**src/rtl/a12_irq_pkg.sv**
```systemverilog
package a12_irq_pkg;
  typedef enum logic [1:0] {
    SEL_RELOAD_VAL = 2'd0,
    SEL_RELOAD_REQ = 2'd1,
    SEL_IRQ_ACK    = 2'd2,
    SEL_IRQ_EN     = 2'd3
  } reg_sel_e;
endpackage

```
**src/rtl/a12_edge_filter.sv**
```systemverilog
module a12_edge_filter #(
  parameter int FILTER_EDGES = 3
) (
  input  logic clk,
  input  logic rst_n,
  input  logic m2,
  input  logic a12,
  output logic tick
);
  localparam int LW = (FILTER_EDGES < 1) ? 1 : $clog2(FILTER_EDGES + 1);
  localparam logic [LW-1:0] FULL = LW'(FILTER_EDGES);

  logic          a12_q;
  logic          m2_q;
  logic [LW-1:0] low_cnt;
  logic          m2_fall;
  logic          armed;

  assign m2_fall = m2_q & ~m2;

  generate
    if (FILTER_EDGES == 0) begin : g_nofilter
      assign armed = 1'b1;
    end else begin : g_filter
      assign armed = (low_cnt == FULL);
    end
  endgenerate

  assign tick = a12 & ~a12_q & armed;

  always_ff @(posedge clk or negedge rst_n) begin
    if (!rst_n) begin
      a12_q   <= 1'b0;
      m2_q    <= 1'b0;
      low_cnt <= '0;
    end else begin
      a12_q <= a12;
      m2_q  <= m2;
      if (a12) begin
        low_cnt <= '0;
      end else if (m2_fall && (low_cnt != FULL)) begin
        low_cnt <= low_cnt + 1'b1;
      end
    end
  end
endmodule

```
**src/rtl/irq_down_counter.sv**
```systemverilog
module irq_down_counter
  import a12_irq_pkg::*;
#(
  parameter int CNT_W = 8
) (
  input  logic             clk,
  input  logic             rst_n,
  input  logic             tick,
  input  logic             wr_en,
  input  reg_sel_e         wr_sel,
  input  logic [CNT_W-1:0] wr_data,
  output logic             irq_pend
);
  logic [CNT_W-1:0] reload_val;
  logic [CNT_W-1:0] count;
  logic [CNT_W-1:0] count_nxt;
  logic             reload_pend;
  logic             irq_en;

  always_comb begin
    if ((count == '0) || reload_pend) begin
      count_nxt = reload_val;
    end else begin
      count_nxt = count - 1'b1;
    end
  end

  always_ff @(posedge clk or negedge rst_n) begin
    if (!rst_n) begin
      reload_val  <= '0;
      count       <= '0;
      reload_pend <= 1'b0;
      irq_en      <= 1'b0;
      irq_pend    <= 1'b0;
    end else begin
      if (tick) begin
        count       <= count_nxt;
        reload_pend <= 1'b0;
        if ((count_nxt == '0) && irq_en) begin
          irq_pend <= 1'b1;
        end
      end
      if (wr_en) begin
        unique case (wr_sel)
          SEL_RELOAD_VAL: reload_val <= wr_data;
          SEL_RELOAD_REQ: reload_pend <= 1'b1;
          SEL_IRQ_ACK: begin
            irq_en   <= 1'b0;
            irq_pend <= 1'b0;
          end
          SEL_IRQ_EN: irq_en <= 1'b1;
          default: ;
        endcase
      end
    end
  end
endmodule

```
**src/rtl/a12_irq_counter.sv**
```systemverilog
module a12_irq_counter
  import a12_irq_pkg::*;
#(
  parameter int CNT_W        = 8,
  parameter int FILTER_EDGES = 3
) (
  input  logic             clk,
  input  logic             rst_n,
  input  logic             m2,
  input  logic             a12,
  input  logic             wr_en,
  input  logic [1:0]       wr_sel,
  input  logic [CNT_W-1:0] wr_data,
  output logic             irq_n
);
  logic     cnt_tick;
  logic     irq_pend;
  reg_sel_e sel_dec;

  assign sel_dec = reg_sel_e'(wr_sel);

  a12_edge_filter #(.FILTER_EDGES(FILTER_EDGES)) u_filter (
    .clk   (clk),
    .rst_n (rst_n),
    .m2    (m2),
    .a12   (a12),
    .tick  (cnt_tick)
  );

  irq_down_counter #(.CNT_W(CNT_W)) u_counter (
    .clk      (clk),
    .rst_n    (rst_n),
    .tick     (cnt_tick),
    .wr_en    (wr_en),
    .wr_sel   (sel_dec),
    .wr_data  (wr_data),
    .irq_pend (irq_pend)
  );

  assign irq_n = ~irq_pend;
endmodule

```
**config.mk**
```make
export PLATFORM = sky130hd
export DESIGN_NAME = a12_irq_counter
export DESIGN_NICKNAME = d
export VERILOG_FILES = /design/src/rtl/a12_irq_pkg.sv /design/src/rtl/a12_edge_filter.sv /design/src/rtl/irq_down_counter.sv /design/src/rtl/a12_irq_counter.sv
export SDC_FILE = /design/constraint.sdc
export NUM_CORES = 1
export LEC_CHECK = 0
export BUFFER_PORTS_ARGS = -buffer_cell sky130_fd_sc_hd__clkbuf_2
export CAP_MARGIN = 5
export CORE_MARGIN = 5
export CORE_UTILIZATION = 54
export DETAILED_ROUTE_END_ITERATION = 12
export PLACE_DENSITY = 0.8
export SLEW_MARGIN = 20
export SYNTH_ARGS = -nofsm -noshare
export SYNTH_HDL_FRONTEND = slang
export SYNTH_SLANG_ARGS = --single-unit
```
**constraint.sdc**
```tcl
create_clock -name clk -period 4.5 [get_ports clk]
set_input_delay 0.225 -clock clk [delete_from_list [all_inputs] [get_ports clk]]
set_output_delay 0.225 -clock clk [all_outputs]
set_load 0.05 [all_outputs]
```
==> impl_results.md <==
- Max Freq: 506.1 MHz
- Syn nets: 134
- Starting Density: 0.5565
- Root buf cell: clkbuf_4
- Initial antenna violation count: 0
- Worst-path clk slew: 0.11 ns
- Aggregate negative setup slack: 0 ns
- Final core occ: 0.6130
- Commonest non-fill, non-tap cell in the layout: dfrtp_1
- Hold WC Path Type: in2reg
- Final Critical Period: 1.976 ns
- DRT iter0 DRCs: 17
- Final wirelength: 2252 um
- CTS tree: built
- Pin count of the biggest net entering global routing: 24
- Die Wd: 57.29 um
- DP Worst Slack: 2.564 ns
- Synth top area cells: dfrtp_1, mux2_2, nor2_1, a21oi_1, ha_1
- Period utilization: 0.4391
- Gr ovfl total: 0
- Clk_lat worst skew: 0.30 ns
- 1st-pass router iterations: 4
- Setup bufs post-CTS: 0
- CP Class: reg2reg
- Post-route setup slack: 2.524 ns
- Design Area, Final: 1330 um^2
- Number of library cell types mapped by synthesis: 35
- Fin. Hold Viols: 0
- RSZ-0062 raised after global routing: no
- Slew Limit Headroom: 0.5544
- Cell taking the most area after synthesis: dfrtp_1
- Power Density: 318.5 nW/um^2
- Nets: 151
- Critical Path RT: 4.70 ns
- Post-Syn Instances: 116
- # port buffers: 15
- Post-DRT Antenna Nets: 0
- Layout area overhead: 10.16%
- Commonest cells after routing, fill and taps aside: dfrtp_1, nor2_1, clkbuf_2
- Leak Pwr: 0.5833 nW
- Total CTS buffers: 3
- Die area: 3282 um^2
- Area of placed instances: 1294 um^2
- Crit path DAT: 2.18 ns
- Ys Warns: 0
- GP Congestion: 0.8268
- DRC: 0
- Via count: 927
- Num rows: 17
- Status: complete, no violations
- CTS H-tree lvls: 1
- Yosys reg bits: 23
- Die Ht: 57.29 um
- CTS max path bufs: 2
- CP startpoint kind: flop
- Layout cells sized above 1: 0.2803
- Post-synth top area share: 0.4767
- Core box area: 2170 um^2
- Register area share after synthesis: 0.4767
- DP HPWL: 1772 um
- Critical path endpoint category: flop
- Max VDD drop: 0.2494 mV
- Post-synthesis area per instance: 10.41 um^2
- Vias in the first global route: 966
- CTS Sinks: 23
- Worst-path maximum fanout: 14
- Max Slew Vio Count: 0
- Mapped Area: 1207 um^2
- GRT Overall Usage: 0.1530
- Number of max-cap violations: 0
- Worst Tran Pin Value: 0.6655 ns
- Vias/cell: 5.794
- Top Ports: 16
- Skew final: 0.002049 ns
- First-pass GRT wire length: 4043 um
- DR WL/cell: 14.08 um
- FILL cells: 186
- Finish-stage setup viols: 0
- Antenna diode count: 0
## layout make-up
cell class	instances	area, um^2	area share
repair buffers	16	85.08	0.06397
clock buffers	4	26.28	0.01976
flip-flops and latches	23	575.6	0.4327
inverters	5	18.77	0.01411
well taps	28	35.03	0.02634
multi-input cells	84	589.3	0.4431
## where the power goes
group	total [mW]	switching (mW)	internal, mW
Combinational	0.0780	0.0375	0.0405
Sequential	0.256	0.0253	0.231
Clock	0.0893	0.0548	0.0345
## synthesized netlist by cell type
library cell	number
xnor2_1	3
a32o_1	1
buf_6	1
o22ai_1	2
ha_1	3
or4_1	1
nor3b_1	1
or2_2	2
nor3b_2	2
o21ai_0	2
o21a_1	1
nand3b_1	1
a21oi_1	9
a21oi_2	1
clkbuf_1	2
inv_1	5
buf_2	1
nor4_4	1
dfrtp_1	23
nand2_1	5
o21ai_1	3
a21o_1	1
o22a_1	1
o2111ai_1	1
o31ai_1	1
a211oi_1	1
a31oi_1	3
nor3_2	3
nor3_1	3
nand4_1	2
mux2i_1	1
nor2_1	15
mux2_2	10
nand3_1	3
nor2b_1	1
## per-stage QoR
step | cells | power [mW] | hold WS, ns
finish | 160 | 0.4236 | 0.04289
floorplan | 116 | 0.3109 | -0.07059
CTS | 160 | 0.4280 | 0.03503
global route | 160 | 0.4493 | 0.03611
detailed placement | 155 | 0.3379 | 0.2416
global placement | 155 | 0.3328 | 0.2410
## final timing paths
check                                   start            endpoint  slack [ns]  cells after the start
max                        u_counter.count[0]  u_counter.irq_pend        2.52                      6
min                                        m2       u_filter.m2_q        0.04                      1
max reg2reg                u_counter.count[0]  u_counter.irq_pend        2.52                      6
min reg2reg                  u_counter.irq_en    u_counter.irq_en        0.52                      1
max in group asynchronous               rst_n  u_counter.count[2]        3.71                      2
min in group asynchronous               rst_n  u_counter.count[6]        0.43                      2
## metal layers
metal,vias to the layer above,track usage,routed length [um]
met2,19,0.2610,1165
met1,454,0.1948,990
li1,450,-,-
met3,4,0.01810,62
met5,-,0,0
met4,0,0.06623,33
## cells by family after synthesis
group	after synthesis	share of synthesized area
AO/OA/AOI/OAI	27	0.1389
AND/OR/NAND/NOR	40	0.1948
flip-flops	23	0.4767
buffers and inverters	9	0.03523
adder cells (fa/ha/maj)	3	0.03109
XOR/XNOR	3	0.02177
multiplexers	11	0.1016
## flip-flops by register name, indices dropped and copies added, names as in the netlist
signal	count
u_counter.reload_val	8
u_filter.low_cnt	2
u_counter.irq_en	1
u_filter.a12_q	1
u_counter.reload_pend	1
u_filter.m2_q	1
u_counter.irq_pend	1
u_counter.count	8
## critical path: stages (launching register included)
cell and delay (ns):
dfrtp_1 0.41, inv_1 0.11, ha_1 0.21, nor3b_2 0.17
a21oi_2 0.52, a31oi_1 0.17, o31ai_1 0.29
## timing repair
action,4_1_cts,5_1_grt
hold buffers,1,0
hold endpoints to repair,23,0
resized for setup,0,0
setup endpoints to repair,0,0
No activity file was read; power rests on OpenSTA's default activity.
